**src/rtl/tsi_pkg.sv**
```systemverilog
package tsi_pkg;

  // Timeslot index of a bit position counted from the frame-sync bit.
  function automatic int unsigned slot_of(int unsigned pos, int unsigned bits_per_slot);
    return pos / bits_per_slot;
  endfunction

  // Offset of a bit inside its timeslot; offset 0 is sent first.
  function automatic int unsigned offset_of(int unsigned pos, int unsigned bits_per_slot);
    return pos % bits_per_slot;
  endfunction

  // Mask lookup: the first bit sent maps to the highest mask bit.
  function automatic logic mask_allows(int unsigned mask, int unsigned offset,
                                       int unsigned bits_per_slot);
    return ((mask >> (bits_per_slot - 1 - offset)) & 1) != 0;
  endfunction

  // Frame parity acceptance.
  function automatic logic parity_allows(logic odd_frame, logic take_even, logic take_odd);
    return odd_frame ? take_odd : take_even;
  endfunction

  // Next position, with wrap at the end of the frame.
  function automatic int unsigned next_position(int unsigned pos, int unsigned frame_bits);
    return (pos + 1) % frame_bits;
  endfunction

endpackage

```
**src/rtl/tsi_position_ctr.sv**
```systemverilog
module tsi_position_ctr #(
  parameter int unsigned FRAME_BITS = 256,
  localparam int unsigned POS_W = $clog2(FRAME_BITS)
) (
  input  logic             clk_i,
  input  logic             rst_ni,
  input  logic             fsync_i,
  output logic [POS_W-1:0] pos_o,
  output logic             odd_o,
  output logic             live_o
);
  import tsi_pkg::*;

  logic [POS_W-1:0] pos_q;
  logic             odd_q;
  logic             live_q;

  // Current-cycle view: the sync bit is position 0 of a fresh frame.
  assign pos_o  = fsync_i ? '0 : pos_q;
  assign odd_o  = fsync_i ? ~odd_q : odd_q;
  assign live_o = fsync_i | live_q;

  always_ff @(posedge clk_i) begin
    if (!rst_ni) begin
      pos_q  <= '0;
      odd_q  <= 1'b1;   // first pulse flips this to even
      live_q <= 1'b0;
    end else begin
      pos_q  <= POS_W'(next_position(int'(pos_o), FRAME_BITS));
      odd_q  <= odd_o;
      live_q <= live_o;
    end
  end


  fsync_restart_chk: assert property (@(posedge clk_i) disable iff (!rst_ni)
    fsync_i |=> (pos_q == POS_W'(1)));


  count_advance_chk: assert property (@(posedge clk_i) disable iff (!rst_ni)
    !fsync_i |=> (pos_q == $past(pos_q) + POS_W'(1)));


  parity_flip_chk: assert property (@(posedge clk_i) disable iff (!rst_ni)
    fsync_i |=> (odd_q != $past(odd_q)));


  parity_hold_chk: assert property (@(posedge clk_i) disable iff (!rst_ni)
    !fsync_i |=> $stable(odd_q));

endmodule

```
**src/rtl/tsi_cfg_hold.sv**
```systemverilog
module tsi_cfg_hold #(
  parameter int unsigned SLOT_W = 5,
  parameter int unsigned BITS   = 8
) (
  input  logic              clk_i,
  input  logic              rst_ni,
  input  logic              fsync_i,
  input  logic              en_i,
  input  logic              even_i,
  input  logic              odd_i,
  input  logic [SLOT_W-1:0] slot_i,
  input  logic [BITS-1:0]   mask_i,
  output logic              en_o,
  output logic              even_o,
  output logic              odd_o,
  output logic [SLOT_W-1:0] slot_o,
  output logic [BITS-1:0]   mask_o
);
  logic              en_q;
  logic              even_q;
  logic              odd_q;
  logic [SLOT_W-1:0] slot_q;
  logic [BITS-1:0]   mask_q;

  // The sync cycle already runs with the values being latched.
  assign en_o   = fsync_i ? en_i   : en_q;
  assign even_o = fsync_i ? even_i : even_q;
  assign odd_o  = fsync_i ? odd_i  : odd_q;
  assign slot_o = fsync_i ? slot_i : slot_q;
  assign mask_o = fsync_i ? mask_i : mask_q;

  always_ff @(posedge clk_i) begin
    if (!rst_ni) begin
      en_q   <= 1'b0;
      even_q <= 1'b0;
      odd_q  <= 1'b0;
      slot_q <= '0;
      mask_q <= '0;
    end else if (fsync_i) begin
      en_q   <= en_i;
      even_q <= even_i;
      odd_q  <= odd_i;
      slot_q <= slot_i;
      mask_q <= mask_i;
    end
  end


  cfg_frozen_chk: assert property (@(posedge clk_i) disable iff (!rst_ni)
    !fsync_i |=> $stable({en_q, even_q, odd_q, slot_q, mask_q}));

endmodule

```
**src/rtl/tsi_slot_match.sv**
```systemverilog
module tsi_slot_match #(
  parameter int unsigned SLOTS = 32,
  parameter int unsigned BITS  = 8,
  localparam int unsigned SLOT_W = $clog2(SLOTS),
  localparam int unsigned BIT_W  = $clog2(BITS),
  localparam int unsigned POS_W  = SLOT_W + BIT_W
) (
  input  logic              clk_i,
  input  logic              rst_ni,
  input  logic [POS_W-1:0]  pos_i,
  input  logic              odd_frame_i,
  input  logic              live_i,
  input  logic              en_i,
  input  logic              take_even_i,
  input  logic              take_odd_i,
  input  logic [SLOT_W-1:0] slot_i,
  input  logic [BITS-1:0]   mask_i,
  output logic              hit_o
);
  import tsi_pkg::*;

  logic [SLOT_W-1:0] cur_slot;
  logic [BIT_W-1:0]  cur_off;
  logic [BITS-1:0]   bit_hit;
  logic              slot_ok;
  logic              frame_ok;

  assign cur_slot = SLOT_W'(slot_of(int'(pos_i), BITS));
  assign cur_off  = BIT_W'(offset_of(int'(pos_i), BITS));
  assign slot_ok  = (cur_slot == slot_i);
  assign frame_ok = parity_allows(odd_frame_i, take_even_i, take_odd_i);

  // One lane per bit offset inside the timeslot.
  for (genvar k = 0; k < BITS; k++) begin : g_lane
    assign bit_hit[k] = (cur_off == BIT_W'(k)) & mask_allows(int'(mask_i), k, BITS);
  end

  assign hit_o = live_i & en_i & frame_ok & slot_ok & (|bit_hit);


  lane_unique_chk: assert property (@(posedge clk_i) disable iff (!rst_ni)
    $onehot0(bit_hit));


  parity_gate_chk: assert property (@(posedge clk_i) disable iff (!rst_ni)
    hit_o |-> (odd_frame_i ? take_odd_i : take_even_i));

endmodule

```
**src/rtl/tdm_slot_inserter.sv**
```systemverilog
module tdm_slot_inserter #(
  parameter int unsigned SLOTS = 32,
  parameter int unsigned BITS  = 8,
  localparam int unsigned SLOT_W     = $clog2(SLOTS),
  localparam int unsigned BIT_W      = $clog2(BITS),
  localparam int unsigned FRAME_BITS = SLOTS * BITS,
  localparam int unsigned POS_W      = SLOT_W + BIT_W
) (
  input  logic              clk_i,
  input  logic              rst_ni,
  input  logic              fsync_i,
  input  logic              payload_i,
  input  logic              hdlc_bit_i,
  input  logic              cfg_en_i,
  input  logic              cfg_even_i,
  input  logic              cfg_odd_i,
  input  logic [SLOT_W-1:0] cfg_slot_i,
  input  logic [BITS-1:0]   cfg_mask_i,
  output logic              hdlc_req_o,
  output logic              ser_o
);
  // Named internal events, visible to the assertions below.
  logic [POS_W-1:0]  pos;
  logic              odd_frame;
  logic              live;
  logic              eff_en;
  logic              eff_even;
  logic              eff_odd;
  logic [SLOT_W-1:0] eff_slot;
  logic [BITS-1:0]   eff_mask;
  logic              hit;

  tsi_position_ctr #(.FRAME_BITS(FRAME_BITS)) u_pos (
    .clk_i   (clk_i),
    .rst_ni  (rst_ni),
    .fsync_i (fsync_i),
    .pos_o   (pos),
    .odd_o   (odd_frame),
    .live_o  (live)
  );

  tsi_cfg_hold #(.SLOT_W(SLOT_W), .BITS(BITS)) u_cfg (
    .clk_i   (clk_i),
    .rst_ni  (rst_ni),
    .fsync_i (fsync_i),
    .en_i    (cfg_en_i),
    .even_i  (cfg_even_i),
    .odd_i   (cfg_odd_i),
    .slot_i  (cfg_slot_i),
    .mask_i  (cfg_mask_i),
    .en_o    (eff_en),
    .even_o  (eff_even),
    .odd_o   (eff_odd),
    .slot_o  (eff_slot),
    .mask_o  (eff_mask)
  );

  tsi_slot_match #(.SLOTS(SLOTS), .BITS(BITS)) u_match (
    .clk_i       (clk_i),
    .rst_ni      (rst_ni),
    .pos_i       (pos),
    .odd_frame_i (odd_frame),
    .live_i      (live),
    .en_i        (eff_en),
    .take_even_i (eff_even),
    .take_odd_i  (eff_odd),
    .slot_i      (eff_slot),
    .mask_i      (eff_mask),
    .hit_o       (hit)
  );

  assign hdlc_req_o = hit;
  assign ser_o      = hit ? hdlc_bit_i : payload_i;


  unsynced_quiet_chk: assert property (@(posedge clk_i) disable iff (!rst_ni)
    !live |-> !hdlc_req_o);


  disabled_quiet_chk: assert property (@(posedge clk_i) disable iff (!rst_ni)
    !eff_en |-> (!hdlc_req_o && ser_o == payload_i));


  slot_bound_chk: assert property (@(posedge clk_i) disable iff (!rst_ni)
    hdlc_req_o |-> (pos[POS_W-1:BIT_W] == eff_slot));


  request_data_chk: assert property (@(posedge clk_i) disable iff (!rst_ni)
    hdlc_req_o |-> (ser_o == hdlc_bit_i));

endmodule

```
**config.mk**
```make
export PLATFORM = sky130hd
export DESIGN_NAME = tdm_slot_inserter
export DESIGN_NICKNAME = d
export VERILOG_FILES = /design/src/rtl/tsi_pkg.sv /design/src/rtl/tsi_position_ctr.sv /design/src/rtl/tsi_cfg_hold.sv /design/src/rtl/tsi_slot_match.sv /design/src/rtl/tdm_slot_inserter.sv
export SDC_FILE = /design/constraint.sdc
export NUM_CORES = 1
export LEC_CHECK = 0
export BUFFER_PORTS_ARGS = -buffer_cell sky130_fd_sc_hd__buf_2
export CORE_AREA = 4 4 54 56
export CTS_CLUSTER_SIZE = 30
export DETAILED_ROUTE_END_ITERATION = 12
export DIE_AREA = 0 0 58 60
export PLACE_DENSITY_LB_ADDON = 0.2
export SYNTH_ARGS = -nofsm -noshare
export SYNTH_HDL_FRONTEND = slang
export SYNTH_SLANG_ARGS = --single-unit
```
**constraint.sdc**
```tcl
create_clock -name clk_i -period 2.7 [get_ports clk_i]
set_input_delay 0.54 -clock clk_i [delete_from_list [all_inputs] [get_ports clk_i]]
set_output_delay 0.54 -clock clk_i [all_outputs]
set_load 0.01 [all_outputs]
```
==> impl_metrics.csv <==
group,metric,value,unit
run_status,status,"completed",
clocking,htreeDepth,1,
pwr,p_sw,0.0001682,W
logic_synthesis,netlist_area,1254,um^2
clocking,cts.sinks,26,
clocking,cts_root_buf,"clkbuf_4",
logic_synthesis,synthArstFlopShare,0,
detailed_routing,num_vias,948,
detailed_routing,drtAntennaViolNets,0,
logic_synthesis,ys_ff_latch,26,
logic_synthesis,yosysMostFrequentCell,"dfxtp_1",
placed_design,place_congestion,0.7626,
die,die_x,58,um
sta,setup_viol,0,
sta,rsz0062_at_grt,"false",
sta,hold-worst-slack,476.7,ps
critical_path,r2r_slack,1290,ps
layout,syn2layout_area_growth,19.76,%
sta,worstMarginPinSlew,366.7,ps
sta,fin_crit_sh,0.9592,
global_route,grt_max_degree,24,
critical_path,crit_family,"compound AO/OA/AOI/OAI gates",
clocking,clkLatencyLatePin,310,ps
sta,finalSetupTns,0,ps
clocking,clockBufferDepth,2,
die,start_util,0.5154,
die,dieArea,3480,um^2
clocking,clk_pin_slew,140,ps
detailed_routing,drt-total-wl,2454,um
global_route,antenna_found_initial,0,
critical_path,cp_slowest_cell,"a222oi_1",
worst_hold_path,hp-start,"cfg_mask_i[1]",
sta,hold_viol_final,0,
critical_path,worstSetupEndpointType,"primary output",
critical_path,path_max_fanout,5,
sta,min_period,2590,ps
critical_path,path_buf_inv,1,
sta,slew_headroom,0.7555,
placed_design,dp_hpwl,1802,um
pwr,comb_power_share,0.139,
global_route,grtUsageTotal,0.1495,
clocking,cts_tree,"yes",
layout,nNetsFinal,178,
placed_design,dpl_cell_area,1393,um^2
layout,drive_gt1_frac,0.3117,
critical_path,r2r-start,"u_pos.pos_q[0]$_SDFF_PN0_",
die,std_cell_rows,18,
die,die_h,60,um
detailed_routing,wl_per_cell,13.34,um
flow_run,max_cap_viol_count,0,
logic_synthesis,synth_top_area_cell,"dfxtp_1",
critical_path,worst_setup_path_start_kind,"flip-flop",
pwr,total_leakage_power,0.6484,nW
critical_path,critPathKind,"flip-flop to primary output",
critical_path,cp_cell_sequence,"and3b_2 -> ha_1 -> a222oi_1 -> nor3_2 -> mux2_4 -> buf_6",
worst_hold_path,hold_class,"primary input to flip-flop",
detailed_routing,first_iter_violations,28,
layout,diodes,0,
die,core_region_area,2432,um^2
pwr,seqPwrFrac,0.585,
pwr,p_int,0.0005392,W
logic_synthesis,yosys-top-cells-area,"dfxtp_1 42%, mux2i_1 14%, nor2b_1 7.0%, xnor2_1 4.9%, mux2_4 2.4%",
logic_synthesis,syn_inst,124,
logic_synthesis,ys_top_cells_by_count,"26 x dfxtp_1, 17 x mux2i_1, 14 x nor2b_1, 7 x nor2_1, 7 x xnor2_1",
critical_path,arrival,2050,ps
pwr,pwr_density_cell,471.1,nW/um^2
sta,slew_violations,0,
logic_synthesis,synth-warning-count,0,
detailed_routing,vias_per_cell,5.152,
sta,skew,4.236,ps
logic_synthesis,synth_nets,147,
worst_hold_path,whs_path_depth,3,
clocking,cts_made_buffers,3,
detailed_routing,drcViolationCount,0,
logic_synthesis,synthFlopType,"dfxtp_1",
critical_path,reg2regPathDepth,6,
critical_path,r2r_end,"u_pos.pos_q[6]$_SDFF_PN0_",
logic_synthesis,ys_seq_area_frac,0.4152,
placed_design,port_buffers,22,
die,io_pins,23,
critical_path,cp.depth,6,
worst_hold_path,hold_end,"u_cfg.mask_q[1]$_SDFF_PN0_",
logic_synthesis,synth_edf_count,0,
detailed_routing,first_pass_iters,4,
global_route,first_global_vias,927,
critical_path,cp_slowest_stage_delay,400,ps
sta,clock.fmax,0.3861,GHz
logic_synthesis,yosysUniqueCellTypes,40,
critical_path,cp.required,2160,ps
logic_synthesis,synth_area_per_cell,10.11,um^2
layout,stdcell_area,1501,um^2
global_route,gr-total-overflow,0,
pwr,switching_share,0.2377,
global_route,grt_first_pass_wirelength,3995,um
pwr,ir_worst_vdd,0.4609,mV
logic_synthesis,netlist.area_leader.share,0.4152,
pwr,power_frac_clock,0.277,
==> layer usage <==
metal | global-route usage | wire, um | vias to the layer above
met4 | 0.05960 | 25 | 0
met5 | 0 | 0 | -
li1 | - | - | 486
met2 | 0.2516 | 1155 | 24
met3 | 0.02808 | 135 | 2
met1 | 0.1884 | 1137 | 436
==> worst max-delay path by stage <==
stage	startpoint	endpoint	slack [ps]
2_1_floorplan	fsync_i	ser_o	290
3_3_place_gp	fsync_i	ser_o	80
3_5_place_dp	fsync_i	ser_o	50
4_1_cts	fsync_i	ser_o	50
5_1_grt	u_pos.pos_q[1]$_SDFF_PN0_	ser_o	7
6_report	u_pos.pos_q[0]$_SDFF_PN0_	ser_o	110
==> what timing repair did <==
| action | in CTS | in global routing |
|---|---|---|
| hold endpoints to repair | 0 | 0 |
| buffers inserted | 0 | 6 |
| hold buffers | 0 | 0 |
| gates resized for setup | 0 | 11 |
| endpoints found under the setup margin | 0 | 1 |
==> cells in the final DEF (no fill, tap or decap), drive strengths merged, types with 5 or more instances in the layout <==
master,count
and2,5
buf,31
dfxtp,26
inv,7
mux2i,17
nand2,5
nor2,7
nor2b,14
xnor2,7
==> area by class of cell <==
type | instances | area, um^2
fill | 219 | 930.9
clock buffer | 4 | 36.28
inverter | 7 | 26.28
sequential | 26 | 531.8
multi-input combinational | 86 | 675.6
tap | 30 | 37.54
timing repair buffer | 31 | 193.9
==> flip-flops by register name (all words and copies together) (netlist names) <==
name	count
u_pos.pos_q	8
u_cfg.mask_q	8
u_cfg.slot_q	5
u_cfg.en_q	1
u_pos.odd_q	1
u_cfg.odd_q	1
u_pos.live_q	1
u_cfg.even_q	1
==> metrics by stage <==
step	worst slack [ps]	power, W	util	cells
detailed placement	47.21	0.0005146	0.5725	174
global route	7.067	0.0007387	0.6173	184
global placement	83.70	0.0005117	0.5725	174
CTS	47.79	0.0007048	0.5874	178
finish	110.1	0.0007074	0.6173	184
floorplan	287.3	0.0004833	-	124
==> power by group through the flow <==
stage               clock network (W)  registers [W]   logic, W
floorplan                           0       0.000421  0.0000623
global placement                    0       0.000424  0.0000876
detailed placement                  0       0.000425  0.0000897
CTS                          0.000198       0.000416  0.0000900
global route                 0.000213       0.000416   0.000109
finish                       0.000196       0.000413  0.0000983
==> worst register-to-register path, cell delays in order, from the launching register on <==
cell	delay, ps
dfxtp_4	400
and3b_2	200
buf_4	110
and4_1	250
nand2_1	80
xnor2_1	130
and2_1	150
==> cells by family (layout without fill, tap and decap cells) <==
group                      count (synthesis)  after routing  synth area share
AOI/OAI and AO/OA                         13             13           0.08283
xor gates and xnor gates                   8              8           0.05589
adders and majority gates                  2              2           0.01996
buffers and inverters                     12             42           0.04590
DFF                                       26             26            0.4152
muxes                                     21             21            0.1776
and+or+nand+nor                           42             42            0.2026
Note: power is estimated with default switching activity, not from simulation.
